===== config.mk =====
export PLATFORM = sky130hd
export DESIGN_NAME = tc_time_counter
export DESIGN_NICKNAME = d
export VERILOG_FILES = /design/src/rtl/tc_pkg.sv /design/src/rtl/tc_step_reg.sv /design/src/rtl/tc_accum.sv /design/src/rtl/tc_host_port.sv /design/src/rtl/tc_time_counter.sv
export SDC_FILE = /design/constraint.sdc
export NUM_CORES = 1
export LEC_CHECK = 0
export BUFFER_PORTS_ARGS = -buffer_cell sky130_fd_sc_hd__clkbuf_2
export CAP_MARGIN = 10
export CORE_MARGIN = 1
export CORE_UTILIZATION = 60
export CTS_CLUSTER_SIZE = 8
export DETAILED_ROUTE_END_ITERATION = 12
export PLACE_DENSITY = 0.77
export SLEW_MARGIN = 20
export SYNTH_ARGS = -nofsm -noshare
export SYNTH_HDL_FRONTEND = slang
export SYNTH_SLANG_ARGS = --single-unit

===== constraint.sdc =====
create_clock -name clk -period 3.92 [get_ports clk]
set_input_delay 0.784 -clock clk [delete_from_list [all_inputs] [get_ports clk]]
set_output_delay 0.784 -clock clk [all_outputs]
set_load 0.01 [all_outputs]

===== src/rtl/tc_pkg.sv =====
package tc_pkg;
  typedef enum logic [1:0] {
    SEL_TIME_LO = 2'd0,
    SEL_TIME_HI = 2'd1,
    SEL_STEP    = 2'd2,
    SEL_SPARE   = 2'd3
  } tc_sel_e;

  localparam int unsigned TC_DATA_W  = 32;
  localparam int unsigned TC_FRAC_W  = 19;
  localparam int unsigned TC_STEP_W  = 24;
  localparam int unsigned TC_NS_W    = 45;
  localparam int unsigned TC_NOM_NS  = 16;
endpackage


===== src/rtl/tc_step_reg.sv =====
module tc_step_reg #(
  parameter int unsigned STEP_W = 24,
  parameter int unsigned FRAC_W = 19,
  parameter int unsigned NOM_NS = 16
) (
  input  logic              clk,
  input  logic              rst,
  input  logic              load,
  input  logic [STEP_W-1:0] load_val,
  output logic [STEP_W-1:0] step
);
  localparam logic [STEP_W-1:0] NOMINAL = STEP_W'(NOM_NS) << FRAC_W;

  always_ff @(posedge clk) begin
    if (rst) begin
      step <= NOMINAL;
    end else if (load) begin
      step <= load_val;
    end
  end
endmodule


===== src/rtl/tc_accum.sv =====
module tc_accum #(
  parameter int unsigned CNT_W  = 64,
  parameter int unsigned STEP_W = 24
) (
  input  logic              clk,
  input  logic              rst,
  input  logic [STEP_W-1:0] step,
  input  logic              load,
  input  logic [CNT_W-1:0]  load_val,
  output logic [CNT_W-1:0]  count
);
  logic [CNT_W-1:0] next_count;

  // zero-extended step; wrap modulo 2^CNT_W is the natural carry-out drop
  assign next_count = count + CNT_W'(step);

  always_ff @(posedge clk) begin
    if (rst) begin
      count <= '0;
    end else if (load) begin
      count <= load_val;
    end else begin
      count <= next_count;
    end
  end
endmodule


===== src/rtl/tc_host_port.sv =====
module tc_host_port
  import tc_pkg::*;
#(
  parameter int unsigned DATA_W = 32,
  parameter int unsigned CNT_W  = 64,
  parameter int unsigned STEP_W = 24,
  parameter int unsigned FRAC_W = 19
) (
  input  logic              clk,
  input  logic              rst,
  input  logic              wr_en,
  input  logic              rd_en,
  input  logic [1:0]        addr,
  input  logic [DATA_W-1:0] wr_data,
  input  logic [CNT_W-1:0]  count,
  input  logic [STEP_W-1:0] step,
  output logic              time_load,
  output logic [CNT_W-1:0]  time_val,
  output logic              step_load,
  output logic [STEP_W-1:0] step_val,
  output logic [CNT_W-1:0]  snap,
  output logic [DATA_W-1:0] rd_data
);
  localparam int unsigned HI_W    = CNT_W - DATA_W;
  localparam int unsigned LO_NS_W = DATA_W - FRAC_W;

  tc_sel_e sel;
  logic [DATA_W-1:0] stage_lo;
  logic [DATA_W-1:0] rd_next;

  assign sel = tc_sel_e'(addr);

  assign time_load = wr_en && (sel == SEL_TIME_HI);
  assign step_load = wr_en && (sel == SEL_STEP);
  assign step_val  = wr_data[STEP_W-1:0];
  assign time_val  = {wr_data[HI_W-1:0], stage_lo[DATA_W-1 -: LO_NS_W], {FRAC_W{1'b0}}};

  always_ff @(posedge clk) begin
    if (rst) begin
      stage_lo <= '0;
    end else if (wr_en && (sel == SEL_TIME_LO)) begin
      stage_lo <= wr_data;
    end
  end

  always_ff @(posedge clk) begin
    if (rst) begin
      snap <= '0;
    end else if (rd_en && (sel == SEL_TIME_LO)) begin
      snap <= count;
    end
  end

  always_comb begin
    unique case (sel)
      SEL_TIME_LO: rd_next = count[DATA_W-1:0];
      SEL_TIME_HI: rd_next = DATA_W'(snap[CNT_W-1:DATA_W]);
      SEL_STEP:    rd_next = DATA_W'(step);
      default:     rd_next = '0;
    endcase
  end

  always_ff @(posedge clk) begin
    if (rst) begin
      rd_data <= '0;
    end else if (rd_en) begin
      rd_data <= rd_next;
    end
  end
endmodule


===== src/rtl/tc_time_counter.sv =====
module tc_time_counter
  import tc_pkg::*;
#(
  parameter int unsigned DATA_W = TC_DATA_W,
  parameter int unsigned FRAC_W = TC_FRAC_W,
  parameter int unsigned STEP_W = TC_STEP_W,
  parameter int unsigned NS_W   = TC_NS_W,
  parameter int unsigned NOM_NS = TC_NOM_NS
) (
  input  logic              clk,
  input  logic              rst,
  input  logic              wr_en,
  input  logic              rd_en,
  input  logic [1:0]        addr,
  input  logic [DATA_W-1:0] wr_data,
  output logic [DATA_W-1:0] rd_data
);
  localparam int unsigned CNT_W = NS_W + FRAC_W;

  logic [CNT_W-1:0]  cnt_w;
  logic [CNT_W-1:0]  snap_w;
  logic [CNT_W-1:0]  time_val;
  logic [STEP_W-1:0] step_w;
  logic [STEP_W-1:0] step_val;
  logic              time_load;
  logic              step_load;

  tc_step_reg #(
    .STEP_W (STEP_W),
    .FRAC_W (FRAC_W),
    .NOM_NS (NOM_NS)
  ) u_step (
    .clk      (clk),
    .rst      (rst),
    .load     (step_load),
    .load_val (step_val),
    .step     (step_w)
  );

  tc_accum #(
    .CNT_W  (CNT_W),
    .STEP_W (STEP_W)
  ) u_accum (
    .clk      (clk),
    .rst      (rst),
    .step     (step_w),
    .load     (time_load),
    .load_val (time_val),
    .count    (cnt_w)
  );

  tc_host_port #(
    .DATA_W (DATA_W),
    .CNT_W  (CNT_W),
    .STEP_W (STEP_W),
    .FRAC_W (FRAC_W)
  ) u_port (
    .clk       (clk),
    .rst       (rst),
    .wr_en     (wr_en),
    .rd_en     (rd_en),
    .addr      (addr),
    .wr_data   (wr_data),
    .count     (cnt_w),
    .step      (step_w),
    .time_load (time_load),
    .time_val  (time_val),
    .step_load (step_load),
    .step_val  (step_val),
    .snap      (snap_w),
    .rd_data   (rd_data)
  );
endmodule


==> impl_metrics.env <==
export IMPL_holdBufCountCts=0
export IMPL_dp_final_hpwl_um=14670
export IMPL_worstSkewPairLatency_ns=0.42
export IMPL_outcome="finished, final reports clean"
export IMPL_n_fill_cell=1113
export IMPL_htree_levels=4
export IMPL_cts_tree="done"
export IMPL_hold_class="reg -> reg"
export IMPL_crit_top_cell="o211ai_2"
export IMPL_max_slew_worst_pin_slew_ns=0.8588
export IMPL_core_area_sq_um=13300
export IMPL_p_leak_nw=3.531
export IMPL_drt_pass1_iter_count=7
export IMPL_floorplan_die_width_um=118.8
export IMPL_cts_setup_buffers=0
export IMPL_grt_pass1_vias=6831
export IMPL_path_depth=13
export IMPL_tns_ns=0
export IMPL_cts_sinks=165
export IMPL_period_minus_slack_ns=3.449
export IMPL_arrival_ns=3.78
export IMPL_finalHoldViolCount=0
export IMPL_drv_slew=0
export IMPL_grt_start_max_net_pins=147
export IMPL_place_port_buffers=69
export IMPL_vias=7363
export IMPL_clkTransAtPathRegs_ns=0.06
export IMPL_cp_endpoint="u_accum.count[56]"
export IMPL_die_area_sq_um=14120
export IMPL_drive_gt1_frac=0.1271
export IMPL_synth_fp_nets=1095
export IMPL_drt_iter0_drc=714
export IMPL_post_drt_wl_per_cell_um=17.25
export IMPL_die_y_um=118.8
export IMPL_critPathKind="reg -> reg"
export IMPL_setup_viol=0
export IMPL_r2r_start="u_step.step[0]"
export IMPL_synth_seq_cells=165
export IMPL_routabilityCongestion=0.9184
export IMPL_fin_worst_hold_slack_ns=0.4545
export IMPL_synthesis_instances=1032
export IMPL_crit_buf_inv=2
export IMPL_crit_chain="ha_1 -> inv_1 -> fa_1 -> and2b_1 -> o211ai_2 -> a31oi_2 -> or3_4 -> a21oi_4 -> a211oi_4 -> buf_4 -> o211ai_2 -> or4_1 -> a311oi_1"
export IMPL_synth_warning_count=0
export IMPL_async_flop_share=0
export IMPL_synth_top_cell_area_share=0.4034
export IMPL_synthesis_area_sq_um=8189
export IMPL_p_per_area_nw_per_um2=427.7
export IMPL_final_common_cell="nand2_1"
export IMPL_vdd_drop_max_v=0.0002620
export IMPL_worstPathRequired_ns=4.25
export IMPL_synth_main_ff_cell="dfxtp_1"
export IMPL_seq_area_frac_synth=0.4034
export IMPL_path_max_fanout=8
export IMPL_root_buffer="clkbuf_16"
export IMPL_antenna_cells=0
export IMPL_period_share=0.8799
export IMPL_viasPerCell=5.872
export IMPL_ys_top_cells_by_area="dfxtp_1 40%, nand2_1 8.3%, a21oi_1 7.9%"
export IMPL_rrSetupSlack_ns=0.47
export IMPL_drv_cap=0
export IMPL_overflow=0
export IMPL_synth_top_area_cell="dfxtp_1"
export IMPL_ctsResizeCount=0
export IMPL_fmax_ghz=0.2899
export IMPL_wl_um=21640
export IMPL_cp_top_family="compound AO/OA/AOI/OAI gates"
export IMPL_post_route_drc_count=0
export IMPL_cp_startpoint="u_step.step[0]"
export IMPL_r2r_end="u_accum.count[56]"
export IMPL_nets=1129
export IMPL_start_kind="flip-flop"
export IMPL_rr_worst_depth=13
export IMPL_num_rows=42
export IMPL_most_common_layout_cells="182 x nand2_1, 165 x dfxtp_1, 137 x nor2_1, 130 x a21oi_1, 68 x clkbuf_2"
export IMPL_slew_headroom=0.4274
export IMPL_crit_path_end_kind="flip-flop"
export IMPL_crit_path_max_incr_delay_ns=0.55
export IMPL_area_growth_pct=12.94
export IMPL_rsz0062_at_grt="no"
export IMPL_grt_pass1_wl_um=35240
export IMPL_start_util=0.6159
export IMPL_postSynthAreaPerCell_sq_um=7.935
export IMPL_synth_edf_count=0
export IMPL_fin_skew_ns=0.008395
export IMPL_antenna_found_initial=0
export IMPL_synth_cell_types=59
export IMPL_boundaryPins=70
export IMPL_critPathSlowestCell="or4_1"
export IMPL_numCtsBuffers=17
export IMPL_grtUsageTotal=0.3187
export IMPL_postRouteAntennaNets=0
export IMPL_cts_max_path_buffers=2
cell type report:
| cell class | instances | area (sq um) | area share |
|---|---|---|---|
| flip-flops and latches | 165 | 3303 | 0.3571 |
| clock buffers | 24 | 511.7 | 0.05533 |
| repair buffers | 82 | 457.9 | 0.04951 |
| inverters | 16 | 60.06 | 0.006494 |
| clock inverters | 7 | 141.4 | 0.01529 |
| well taps | 176 | 220.2 | 0.02381 |
| multi-input cells | 784 | 4554 | 0.4924 |
worst reg2reg max path: stages (launching register included):
cell	delay [ns]
dfxtp_1	0.35
ha_1	0.20
inv_1	0.06
fa_1	0.36
and2b_1	0.27
o211ai_2	0.12
a31oi_2	0.26
or3_4	0.18
a21oi_4	0.07
a211oi_4	0.30
buf_4	0.21
o211ai_2	0.14
or4_1	0.56
a311oi_1	0.28
synth_stat cells, drive strengths merged, types with 7 or more instances:
master	count
a211oi	58
a21oi	132
a311oi	10
and2	7
and3	10
buf	8
clkbuf	59
dfxtp	165
ha	24
inv	16
mux2	8
mux2i	24
nand2	182
nand3	16
nand4	11
nor2	137
nor2b	14
nor3	7
o21ai	30
o31ai	7
xnor2	29
xor2	20
through the flow:
step | power [mW] | std cells | cell area, sq um | utilization | worst slack, ns
after floorplan | 2.050 | 1032 | 8189 | - | 0.9152
after global placement | 2.160 | 1223 | 8596 | 0.6465 | 0.6638
after detailed placement | 2.165 | 1223 | 8596 | 0.6465 | 0.5321
after CTS | 3.972 | 1254 | 9249 | 0.6957 | 0.4948
after global routing | 4.085 | 1254 | 9249 | 0.6957 | 0.2356
final | 3.956 | 1254 | 9249 | 0.6957 | 0.4706
worst min-delay path by stage:
| stage | startpoint | end | slack, ns | cells after the start |
|---|---|---|---|---|
| finish | u_port.snap[62] | u_port.snap[62] | 0.45 | 2 |
| global route | u_port.stage_lo[20] | u_accum.count[20] | 0.47 | 2 |
| CTS | u_port.snap[63] | u_port.snap[63] | 0.45 | 2 |
| detailed placement | u_port.snap[63] | u_port.snap[63] | 0.45 | 2 |
| global placement | u_port.stage_lo[24] | u_accum.count[24] | 0.44 | 2 |
| floorplan | u_port.stage_lo[31] | u_accum.count[31] | 0.42 | 2 |
power breakdown:
group,total (mW),switching (mW),leakage (nW),internal (mW)
Clock,1.82,0.653,0.319,1.17
Combinational,0.340,0.216,1.87,0.124
Sequential,1.80,0.0554,1.34,1.74
Total,3.96,0.925,3.53,3.03
flip-flops by register name, indices dropped and copies added, names as in the netlist:
signal and flops:
u_step.step 24, u_port.rd_data 32, u_accum.count 64, u_port.snap 32, u_port.stage_lo 13
logic make-up (layout without fill, tap and decap cells):
| kind of cell | count (synthesis) | count (layout) | synth area share |
|---|---|---|---|
| AOI/OAI and AO/OA | 267 | 267 | 0.2060 |
| xor gates and xnor gates | 49 | 49 | 0.05241 |
| adders and majority gates | 25 | 25 | 0.03911 |
| buffers and inverters | 83 | 129 | 0.04079 |
| DFF | 165 | 165 | 0.4034 |
| muxes | 32 | 32 | 0.04034 |
| and+or+nand+nor | 411 | 411 | 0.2180 |
routing by layer:
metal	wire (um)	vias to the layer above	track usage	part of all wire
met4	364	0	0.09652	0.017
met3	1557	32	0.05795	0.072
met2	9712	273	0.4971	0.45
met5	0	-	0	0
li1	-	3658	-	-
met1	10000	3400	0.4476	0.46
No activity file was read; power rests on OpenSTA's default activity.
